### src/rtl/evm_pkg.sv
package evm_pkg;

    localparam int WORD_W = 21;

    typedef struct packed {
        logic [WORD_W-1:0] data;
        logic              eop;
        logic              eoe;
    } evm_word_t;

    typedef enum logic [1:0] {
        SQ_START,
        SQ_SCAN,
        SQ_DRAIN,
        SQ_EMIT
    } evm_seq_e;

endpackage

### src/rtl/evm_in_fifo.sv
module evm_in_fifo
    import evm_pkg::*;
#(
    parameter int DEPTH   = 16,
    parameter int HOLD_AT = 12
) (
    input  logic      clk,
    input  logic      rst_n,
    input  logic      wr_en,
    input  evm_word_t wr_word,
    input  logic      rd_en,
    output evm_word_t rd_word,
    output logic      empty,
    output logic      hold_lvl
);

    localparam int AW = (DEPTH > 1) ? $clog2(DEPTH) : 1;
    localparam int CW = $clog2(DEPTH + 1);

    typedef struct packed {
        logic [AW-1:0] wptr;
        logic [AW-1:0] rptr;
        logic [CW-1:0] count;
    } fifo_st_t;

    fifo_st_t  fs_q, fs_d;
    evm_word_t mem_q [DEPTH];

    function automatic logic [AW-1:0] bump(input logic [AW-1:0] p);
        return (p == AW'(DEPTH - 1)) ? '0 : p + 1'b1;
    endfunction

    always_comb begin
        fs_d = fs_q;
        if (wr_en) fs_d.wptr = bump(fs_q.wptr);
        if (rd_en) fs_d.rptr = bump(fs_q.rptr);
        case ({wr_en, rd_en})
            2'b10:   fs_d.count = fs_q.count + 1'b1;
            2'b01:   fs_d.count = fs_q.count - 1'b1;
            default: fs_d.count = fs_q.count;
        endcase
    end

    always_ff @(posedge clk) begin
        if (!rst_n) fs_q <= '0;
        else        fs_q <= fs_d;
    end

    always_ff @(posedge clk) begin
        if (wr_en) mem_q[fs_q.wptr] <= wr_word;
    end

    assign rd_word  = mem_q[fs_q.rptr];
    assign empty    = (fs_q.count == '0);
    assign hold_lvl = (fs_q.count >= CW'(HOLD_AT));

    // a sender that obeys hold never writes into a full buffer
    a_r11_no_overflow: assert property (@(posedge clk) disable iff (!rst_n)
        wr_en |-> (fs_q.count < CW'(DEPTH)));

    // the sequencer only pops a lane that holds data
    a_r11_no_underflow: assert property (@(posedge clk) disable iff (!rst_n)
        rd_en |-> !empty);

    // the fill-level hold can only rise after a write
    a_r7_hold_after_write: assert property (@(posedge clk) disable iff (!rst_n)
        $rose(hold_lvl) |-> $past(wr_en));

endmodule

### src/rtl/evm_seq.sv
module evm_seq
    import evm_pkg::*;
#(
    parameter int NUM_IN = 4
) (
    input  logic                   clk,
    input  logic                   rst_n,
    input  logic [NUM_IN-1:0]      enable,
    input  logic [NUM_IN-1:0]      fifo_empty,
    input  evm_word_t [NUM_IN-1:0] head,
    input  logic                   accept,
    output logic [NUM_IN-1:0]      pop,
    output logic                   load,
    output evm_word_t              load_word,
    output logic [NUM_IN-1:0]      serving
);

    localparam int SW = (NUM_IN > 1) ? $clog2(NUM_IN) : 1;
    localparam int IW = $clog2(NUM_IN + 1);

    typedef struct packed {
        evm_seq_e          st;
        logic [NUM_IN-1:0] mask;
        logic [IW-1:0]     idx;
        logic [SW-1:0]     sel;
    } seq_st_t;

    seq_st_t   sq_q, sq_d;
    evm_word_t cur;

    assign cur = head[sq_q.sel];

    always_comb begin
        sq_d      = sq_q;
        pop       = '0;
        load      = 1'b0;
        load_word = '0;
        case (sq_q.st)
            SQ_START: begin
                if (|enable) begin
                    sq_d.mask = enable;
                    sq_d.idx  = '0;
                    sq_d.st   = SQ_SCAN;
                end
            end
            SQ_SCAN: begin
                if (sq_q.idx == IW'(NUM_IN)) begin
                    sq_d.st = SQ_EMIT;
                end else if (sq_q.mask[sq_q.idx[SW-1:0]]) begin
                    sq_d.sel = sq_q.idx[SW-1:0];
                    sq_d.st  = SQ_DRAIN;
                end else begin
                    sq_d.idx = sq_q.idx + 1'b1;
                end
            end
            SQ_DRAIN: begin
                if (!fifo_empty[sq_q.sel] && accept) begin
                    pop[sq_q.sel] = 1'b1;
                    if (cur.eoe) begin
                        sq_d.idx = IW'(sq_q.sel) + 1'b1;
                        sq_d.st  = SQ_SCAN;
                    end else begin
                        load           = 1'b1;
                        load_word.data = cur.data;
                        load_word.eop  = cur.eop;
                    end
                end
            end
            SQ_EMIT: begin
                if (accept) begin
                    load          = 1'b1;
                    load_word.eoe = 1'b1;
                    sq_d.st       = SQ_START;
                end
            end
            default: sq_d.st = SQ_START;
        endcase
    end

    always_ff @(posedge clk) begin
        if (!rst_n) sq_q <= '{st: SQ_START, mask: '0, idx: '0, sel: '0};
        else        sq_q <= sq_d;
    end

    always_comb begin
        serving = '0;
        if (sq_q.st == SQ_DRAIN) serving[sq_q.sel] = 1'b1;
    end

    // at most one lane is popped per cycle
    a_r3_one_pop: assert property (@(posedge clk) disable iff (!rst_n)
        $onehot0(pop));

    // only the lane being drained may be popped
    a_r3_pop_serving: assert property (@(posedge clk) disable iff (!rst_n)
        (|pop) |-> (pop == serving));

    // an emitted end-of-event word closes the event
    a_r4_emit_closes: assert property (@(posedge clk) disable iff (!rst_n)
        (sq_q.st == SQ_EMIT && accept) |=> (sq_q.st == SQ_START));

    // lane end-of-event words are never loaded into the output
    a_r4_eoe_only_emitted: assert property (@(posedge clk) disable iff (!rst_n)
        (load && load_word.eoe) |-> (sq_q.st == SQ_EMIT));

    // the event mask is frozen outside the event-start state
    a_r10_mask_frozen: assert property (@(posedge clk) disable iff (!rst_n)
        (sq_q.st != SQ_START) |=> $stable(sq_q.mask));

endmodule

### src/rtl/evm_out_stage.sv
module evm_out_stage
    import evm_pkg::*;
(
    input  logic      clk,
    input  logic      rst_n,
    input  logic      load,
    input  evm_word_t load_word,
    input  logic      hold_a,
    input  logic      hold_b,
    output logic      accept,
    output logic      out_valid,
    output evm_word_t out_word
);

    typedef struct packed {
        logic      valid;
        evm_word_t word;
    } out_st_t;

    out_st_t os_q, os_d;
    logic    stall;

    always_comb begin
        stall  = hold_a | hold_b;
        accept = !os_q.valid || !stall;
        os_d   = os_q;
        if (accept) begin
            os_d.valid = load;
            if (load) os_d.word = load_word;
        end
    end

    always_ff @(posedge clk) begin
        if (!rst_n) os_q <= '0;
        else        os_q <= os_d;
    end

    assign out_valid = os_q.valid;
    assign out_word  = os_q.word;

    // a held word stays presented unchanged
    a_r6_hold_keeps_word: assert property (@(posedge clk) disable iff (!rst_n)
        (os_q.valid && (hold_a || hold_b)) |=> (os_q.valid && $stable(os_q.word)));

    // the sequencer never offers a word the stage cannot take
    a_r6_load_when_open: assert property (@(posedge clk) disable iff (!rst_n)
        load |-> accept);

endmodule

### src/rtl/evm_merger.sv
module evm_merger
    import evm_pkg::*;
#(
    parameter int NUM_IN     = 4,
    parameter int FIFO_DEPTH = 16,
    parameter int HOLD_AT    = 12
) (
    input  logic                         clk,
    input  logic                         rst_n,
    input  logic [NUM_IN-1:0]            in_enable,
    input  logic [NUM_IN-1:0]            in_valid,
    input  logic [NUM_IN-1:0][WORD_W-1:0] in_data,
    input  logic [NUM_IN-1:0]            in_eop,
    input  logic [NUM_IN-1:0]            in_eoe,
    output logic [NUM_IN-1:0]            in_hold,
    output logic                         out0_valid,
    output logic [WORD_W-1:0]            out0_data,
    output logic                         out0_eop,
    output logic                         out0_eoe,
    input  logic                         out0_hold,
    output logic                         out1_valid,
    output logic [WORD_W-1:0]            out1_data,
    output logic                         out1_eop,
    output logic                         out1_eoe,
    input  logic                         out1_hold
);

    evm_word_t [NUM_IN-1:0] head;
    logic [NUM_IN-1:0]      fifo_empty;
    logic [NUM_IN-1:0]      fifo_lvl;
    logic [NUM_IN-1:0]      pop;
    logic [NUM_IN-1:0]      serving;
    logic                   load;
    evm_word_t              load_word;
    logic                   accept;
    logic                   ovalid;
    evm_word_t              oword;
    logic                   out_stall;

    for (genvar g = 0; g < NUM_IN; g++) begin : g_lane
        evm_word_t wr_w;
        assign wr_w = '{data: in_data[g], eop: in_eop[g], eoe: in_eoe[g]};

        evm_in_fifo #(
            .DEPTH   (FIFO_DEPTH),
            .HOLD_AT (HOLD_AT)
        ) u_fifo (
            .clk      (clk),
            .rst_n    (rst_n),
            .wr_en    (in_valid[g]),
            .wr_word  (wr_w),
            .rd_en    (pop[g]),
            .rd_word  (head[g]),
            .empty    (fifo_empty[g]),
            .hold_lvl (fifo_lvl[g])
        );
    end

    evm_seq #(
        .NUM_IN (NUM_IN)
    ) u_seq (
        .clk        (clk),
        .rst_n      (rst_n),
        .enable     (in_enable),
        .fifo_empty (fifo_empty),
        .head       (head),
        .accept     (accept),
        .pop        (pop),
        .load       (load),
        .load_word  (load_word),
        .serving    (serving)
    );

    evm_out_stage u_out (
        .clk       (clk),
        .rst_n     (rst_n),
        .load      (load),
        .load_word (load_word),
        .hold_a    (out0_hold),
        .hold_b    (out1_hold),
        .accept    (accept),
        .out_valid (ovalid),
        .out_word  (oword)
    );

    assign out_stall = out0_hold | out1_hold;
    assign in_hold   = fifo_lvl | (serving & {NUM_IN{out_stall}});

    assign out0_valid = ovalid;
    assign out0_data  = oword.data;
    assign out0_eop   = oword.eop;
    assign out0_eoe   = oword.eoe;
    assign out1_valid = ovalid;
    assign out1_data  = oword.data;
    assign out1_eop   = oword.eop;
    assign out1_eoe   = oword.eoe;

endmodule

### config.mk
export PLATFORM = sky130hd
export DESIGN_NAME = evm_merger
export DESIGN_NICKNAME = d
export VERILOG_FILES = /design/src/rtl/evm_pkg.sv /design/src/rtl/evm_in_fifo.sv /design/src/rtl/evm_seq.sv /design/src/rtl/evm_out_stage.sv /design/src/rtl/evm_merger.sv
export SDC_FILE = /design/constraint.sdc
export NUM_CORES = 1
export LEC_CHECK = 0
export BUFFER_PORTS_ARGS = -buffer_cell sky130_fd_sc_hd__buf_2
export CAP_MARGIN = 20
export CORE_MARGIN = 2
export CORE_UTILIZATION = 53
export CTS_CLUSTER_DIAMETER = 80
export CTS_CLUSTER_SIZE = 16
export DETAILED_ROUTE_END_ITERATION = 10
export PLACE_DENSITY = 0.69
export SYNTH_ARGS = -nofsm -noshare
export SYNTH_HDL_FRONTEND = slang
export SYNTH_SLANG_ARGS = --single-unit
### constraint.sdc
create_clock -name clk -period 4.2 [get_ports clk]
set_clock_uncertainty 0.15 [all_clocks]
set_input_delay 0.21 -clock clk [delete_from_list [all_inputs] [get_ports clk]]
set_output_delay 0.21 -clock clk [all_outputs]
set_load 0.02 [all_outputs]
Word level (Yosys, flattened, before mapping)
Memory sizes are Yosys's and may differ from the RTL's. A register that Yosys moved wholly into a read port is not among the register bits.
Cells that the tools add are included.
- register bits after elaboration: 87
- memory bits (writable): 1472
- output and inout bits: 52
- word-level logic and storage cells: 162
- memories kept: 4
- memory list (memory ; words ; width ; read ports ; clocked after memory_dff ; wr ports ; RTL line ; source):
    g_lane[0].u_fifo.mem_q ; 16 ; 23 ; 1 ; 1 ; 1 ; evm_in_fifo.sv:27 ; evm_word_t mem_q [DEPTH];
    g_lane[1].u_fifo.mem_q ; 16 ; 23 ; 1 ; 1 ; 1 ; evm_in_fifo.sv:27 ;
    g_lane[2].u_fifo.mem_q ; 16 ; 23 ; 1 ; 1 ; 1 ; evm_in_fifo.sv:27 ;
    g_lane[3].u_fifo.mem_q ; 16 ; 23 ; 1 ; 1 ; 1 ; evm_in_fifo.sv:27 ;
- add/subtract/negate cells: 18
- $lt $le $gt $ge: 7
- equality and inequality tests: 27
- mux-type cells: 60
- bitwise logic cells: 4
- reductions and logical operators: 22
- operators by type and width (cell ; count):
    $mux 4 ; 19
    $mux 22 ; 3
    $bmux 23 s2 ; 1
    $pmux 5 s2 ; 4
    $add 4x1->4 const B ; 8
    $eq 4x4->1 const B ; 8
    $mux 23 ; 1
    $add 5x1->5 const B ; 4
    $ge 5x4->1 const B ; 4
    $logic_not 5->1 ; 4
    $sub 5x1->5 const B ; 4
    $mux 1 ; 15
    $eq 2x2->1 const B ; 6
    $mux 2 ; 6
    $eq 2x1->1 const B ; 5
    $mux 3 ; 3
    $mux 9 ; 1
    $pmux 3 s3 ; 1
    $ne 2x1->1 const B ; 4
    $pmux 2 s4 ; 1
    $reduce_bool 2->1 ; 4
    $lt 2x3->1 const B ; 2
    $reduce_and 6->1 ; 1
    $mux 5 ; 1
    22 further kinds ; 28

Longest topological paths before layout
- word-level depth: 9
- gate-level depth with buffers: 17
- gate-level depth less buffers: 15

By module
A second synthesis with hierarchy kept.
- cells, all modules: 3010
- area total of the unflattened synthesis: 61859.3 µm²
- modules (own cells, without submodules) (module ; times used ; cells an instance ; area an instance (µm²)):
    evm_in_fifo at g_lane[1].u_fifo ... ; 3 ; 680 ; 14766.7
    evm_in_fifo at g_lane[0].u_fifo ; 1 ; 682 ; 14750.4
    evm_seq ; 1 ; 154 ; 1596.5
    evm_out_stage ; 1 ; 105 ; 993.5
    evm_merger ; 1 ; 29 ; 219.0

Worst setup path before layout
OpenSTA, ideal clock, no wires.
- path type: register -> register
- from: register g_lane[3].u_fifo.fs_q[1] in the netlist's numbering
- to: register g_lane[3].u_fifo.fs_q[4] in the netlist's numbering
- library setup time: 0.070 ns
- arrival: 3.260 ns
- path slack: 0.720 ns
- stages on the path, launching flop included: 18
- path buffers: 3
- clock period less this slack: 3.480 ns
- path through: dfxtp_1 -> buf_2 -> nor4_1 -> a221o_1 -> a21oi_4 -> buf_2 -> nand2_1 -> inv_1 -> ha_1 -> clkbuf_1 -> xor2_1 -> ha_1 -> o21a_1 -> o22a_1 -> a21oi_1 -> xor2_1 -> or3_1 -> a21oi_1
- longest elaborated chain between the ends: 9
- elaborated cells on any way between the ends: 13
- classes of those cells: add/sub: 2; eq/ne: 2; mux: 5; reduce/logical: 4
- RTL lines (element ; RTL line ; source):
    start, declared ; evm_in_fifo.sv:26 ; fifo_st_t fs_q, fs_d;
    start signal, assigned ; evm_in_fifo.sv:46 ; else fs_q <= fs_d;
    $logic_not 5->1 ; evm_in_fifo.sv:54 ; assign empty = (fs_q.count == '0);
    $bmux 1 s2 ; evm_seq.sv:57 ; if (!fifo_empty[sq_q.sel] && accept) begin
    $mux 1 (implied by the code) ; evm_seq.sv:57 ;
    $logic_not 1->1 ; evm_seq.sv:57 ;
    $logic_and 1x1->1 ; evm_seq.sv:57 ;
    $mux 4 ; evm_seq.sv:57 ;
    $mux 4 ; evm_seq.sv:38 ; case (sq_q.st)
    $eq 2x1->1 / $eq 2x2->1 (equally long branches) ; evm_in_fifo.sv:37 ; case ({wr_en, rd_en})
    $pmux 5 s2 / $reduce_bool 2->1 (equally long branches) ; - ;
Several ways; a longest one is shown, not always the timed one. The select of a mux whose other input is x is not followed.
A chain may end at the register's enable or synchronous reset.

Worst setup path after layout
- from: register u_seq.sq_q[9] in the netlist's numbering
- to: register g_lane[2].u_fifo.fs_q[4] in the netlist's numbering
- longest elaborated chain between the ends: 4
- elaborated cells on any way between the ends: 6
- classes of those cells: eq/ne: 3; mux: 2; reduce/logical: 1
- RTL lines (element ; RTL line ; source):
    start, declared ; evm_seq.sv:28 ; seq_st_t sq_q, sq_d;
    start signal, assigned ; evm_seq.sv:81 ; if (!rst_n) sq_q <= '{st: SQ_START, mask: '0, idx: '0, sel: '0};
    start signal, assigned ; evm_seq.sv:82 ; else sq_q <= sq_d;
    $eq 2x2->1 * ; evm_seq.sv:38 ;
    $mux 4 * ; evm_seq.sv:38 ;
    $eq 2x1->1 / $eq 2x2->1 (equally long branches) ; evm_in_fifo.sv:37 ;
    $pmux 5 s2 / $reduce_bool 2->1 (equally long branches) ; - ;
    end signal, assigned ; evm_in_fifo.sv:46 ;
    end, declared ; evm_in_fifo.sv:26 ;
Every way passes the cells marked *; elsewhere a longest branch is shown, timed or not.

==> flow_summary.toml <==
[timing]
max_slew_margin = 0.269
setup_violations = 0
finalHoldViolCount = 0
fin_ws_ns = 0.278
finalCritPeriodShare = 0.934
rsz0062_at_grt = "no"
fin_setup_tns_ns = 0
final.min_clock_period_ns = 3.92
fmax_ghz = 0.255
slew_violations = 0
tightest_slew_ns = 1.09

[power_and_ir_drop]
switching_share = 0.210
seqPwrFrac = 0.605
comb_power_share = 0.056
clock_power_share = 0.339
intPower_mw = 22.8
power_density_nw_per_um2 = 426
ir_worst_vdd_v = 0.000378
switchingPower_mw = 6.05
p_leak_nw = 21.5

[critical_path]
crit_path_frequent_cell = "ha_1"
cp.required_ns = 4.70
crit_fanout = 10
crit_path_end_kind = "flop"
crit_chain = "inv_1, ha_1, nand2_1, a21oi_4, buf_4, nand2_1, inv_1, ha_1, xor2_1, ha_1, a21oi_1, o21bai_1, a22oi_1, o221a_2, or3_1, a21oi_1"
critical_path.max_stage_delay_ns = 0.37
start_kind = "flop"
path_class = "flop to flop"
crit_arrival_ns = 4.42
critPathSlowestCell = "ha_1"

[yosys]
ys_types = 57
yosysSeqAreaShare = 0.758
avgSynthCellArea_um2 = 20.9
synth_edf_count = 1472
syn_area_um2 = 61000
syn_inst = 2918
synth_fp_nets = 3068
async_flop_share = 0
synth-seq-cells = 1575
yosys_warnings = 0
ys.flop_type = "edfxtp_1"

[place]
place_hpwl_um = 81800
pre_cts_slack_ns = 0.316
dpl-instance-area_um2 = 63700
portBuffers = 155
place_inst = 4487
gp_congestion = 0.917

[drt]
drt_wl_total_um = 139000
drtAntennaViolNets = 0
drt_iter0_markers = 3615
vias_per_cell = 6.32
wl_per_cell_um = 29.1
first_pass_iters = 6
drc = 0
vias = 30231

[clock_tree]
htreeDepth = 3
clk_path_buf_depth = 3
clock-root-buffer = "clkbuf_16"
clk_pin_slew_ns = 0.08
tritoncts = "done"
clock-sinks = 1575
clk_latency_ns = 0.72
cts_made_buffers = 108

[die]
dieHeight_um = 343
coreArea_um2 = 114000
rows = 124
pin_count = 156
die_w_um = 343
die_area_um2 = 118000
initial_core_util = 0.534

[worst_hold_path]
min_path_type = "input pin to flop"

[flow_run]
drv_cap = 0

[grt]
grt_overflow = 0
antenna_found_initial = 14
grt_pass1_vias = 31008
grt_max_degree = 63
grt_pass1_wl_um = 204000
grt.total_usage = 0.238

[final_layout]
final_cells = 4783
nets = 3344
drive_gt1_frac = 0.246
area_delta_synth_final_pct = 11.1
fill_cells = 7946
fin_area_um2 = 67800
layout_common_cells = "edfxtp_1, mux4_2, buf_2"
final_common_cell = "edfxtp_1"
fin_util = 0.593

[run_status]
outcome = "completed"
[power by group through the flow]
stage | registers (mW) | logic, mW | clock network (mW)
after detailed placement | 17.8 | 1.47 | 0
final | 17.5 | 1.61 | 9.80
after floorplan | 17.8 | 0.857 | 0
after CTS | 17.5 | 1.59 | 9.95
after global placement | 17.8 | 1.40 | 0
after global routing | 17.5 | 1.71 | 10.5
[logic make-up after synthesis]
kind of cell,Yosys count,share of synthesized area
buffers and inverters,207,0.0166
flip-flops,1575,0.758
multiplexers,419,0.144
AND/OR/NAND/NOR,276,0.0227
AO/OA/AOI/OAI,365,0.0451
adder cells (fa/ha/maj),46,0.00943
XOR/XNOR,30,0.00430
[metal layers]
layer / GRT usage / routed length [µm]
met1: 0.333 / 55800
met3: 0.0455 / 11300
met4: 0.0721 / 3780
met5: 0 / 237
met2: 0.385 / 68100
[final timing paths]
path | startpoint | end | slack, ns | depth (start not counted)
worst max register to register | u_seq.sq_q[9]$_SDFFE_PN0P_ | g_lane[2].u_fifo.fs_q[4]$_SDFFE_PN0P_ | 0.28 | 16
worst min register to register | u_out.out_word[17]$_SDFFE_PN0P_ | u_out.out_word[17]$_SDFFE_PN0P_ | 0.34 | 2
worst min-delay path | out1_hold | u_out.out_word[0]$_SDFFE_PN0P_ | 0.11 | 4
worst max-delay path | u_seq.sq_q[9]$_SDFFE_PN0P_ | g_lane[2].u_fifo.fs_q[4]$_SDFFE_PN0P_ | 0.28 | 16
[timing repair]
item,CTS,global route
endpoints found under the hold margin,1517,0
buffers inserted,0,0
gates resized for setup,0,1
hold buffers,109,0
endpoints found under the setup margin,0,1
[critical path: cells and delay by family, from the launching register on]
family	cells	cell delay, ns
adder cells (fa/ha/maj)	3	0.88
buffers and inverters	3	0.45
XOR/XNOR	1	0.18
AND/OR/NAND/NOR	3	0.67
flip-flops	1	0.34
AO/OA/AOI/OAI	6	1.19
[layout make-up]
cell class,count,area (µm²),share of cell area
sequential,1575,46300,0.683
multi-input combinational,1136,13900,0.204
clock buffer,175,3000,0.0442
timing repair buffer,347,2630,0.0387
tap,1512,1890,0.0279
inverter,26,97.6,0.00144
clock inverter,3,28.8,0.000424
antenna,9,22.5,0.000332
[state kept, by name, indices dropped and copies added (netlist names), named ones only]
register,cells
g_lane.u_fifo.mem_q,1472
u_seq.sq_q,11
g_lane.u_fifo.fs_q,52
u_out.out_valid,1
u_out.out_word,23
[stage by stage]
step	hold slack (ns)	total power, mW
floorplan	0.159	18.6
global placement	0.323	19.2
detailed placement	0.334	19.3
CTS	0.0471	29.0
global route	0.160	29.7
finish	0.114	28.9
[synth_stat cells, types with 4 or more instances]
library cell	count	area [µm²]
a21o_1	4	30.0
a21oi_1	47	235
a221o_1	6	60.1
a221oi_1	90	788
a22o_1	89	780
a22oi_1	8	60.1
a311o_1	4	40.0
and2_1	72	450
and3_1	5	31.3
buf_1	12	45.0
buf_2	48	240
buf_4	31	233
clkbuf_1	83	312
dfxtp_1	103	2060
edfxtp_1	1472	44200
ha_1	46	576
inv_1	25	93.8
mux2i_1	52	521
mux4_2	367	8270
nand2_1	71	267
nand2b_1	5	31.3
nand3_1	20	100
nor2_1	55	206
nor2b_1	20	125
nor3_1	7	35.0
nor4_1	5	31.3
o21a_1	5	37.5
o21ai_0	40	200
o22ai_1	47	294
or3_1	12	75.1
xnor2_1	7	61.3
xor2_1	23	201
No activity file was read; power rests on OpenSTA's default activity.
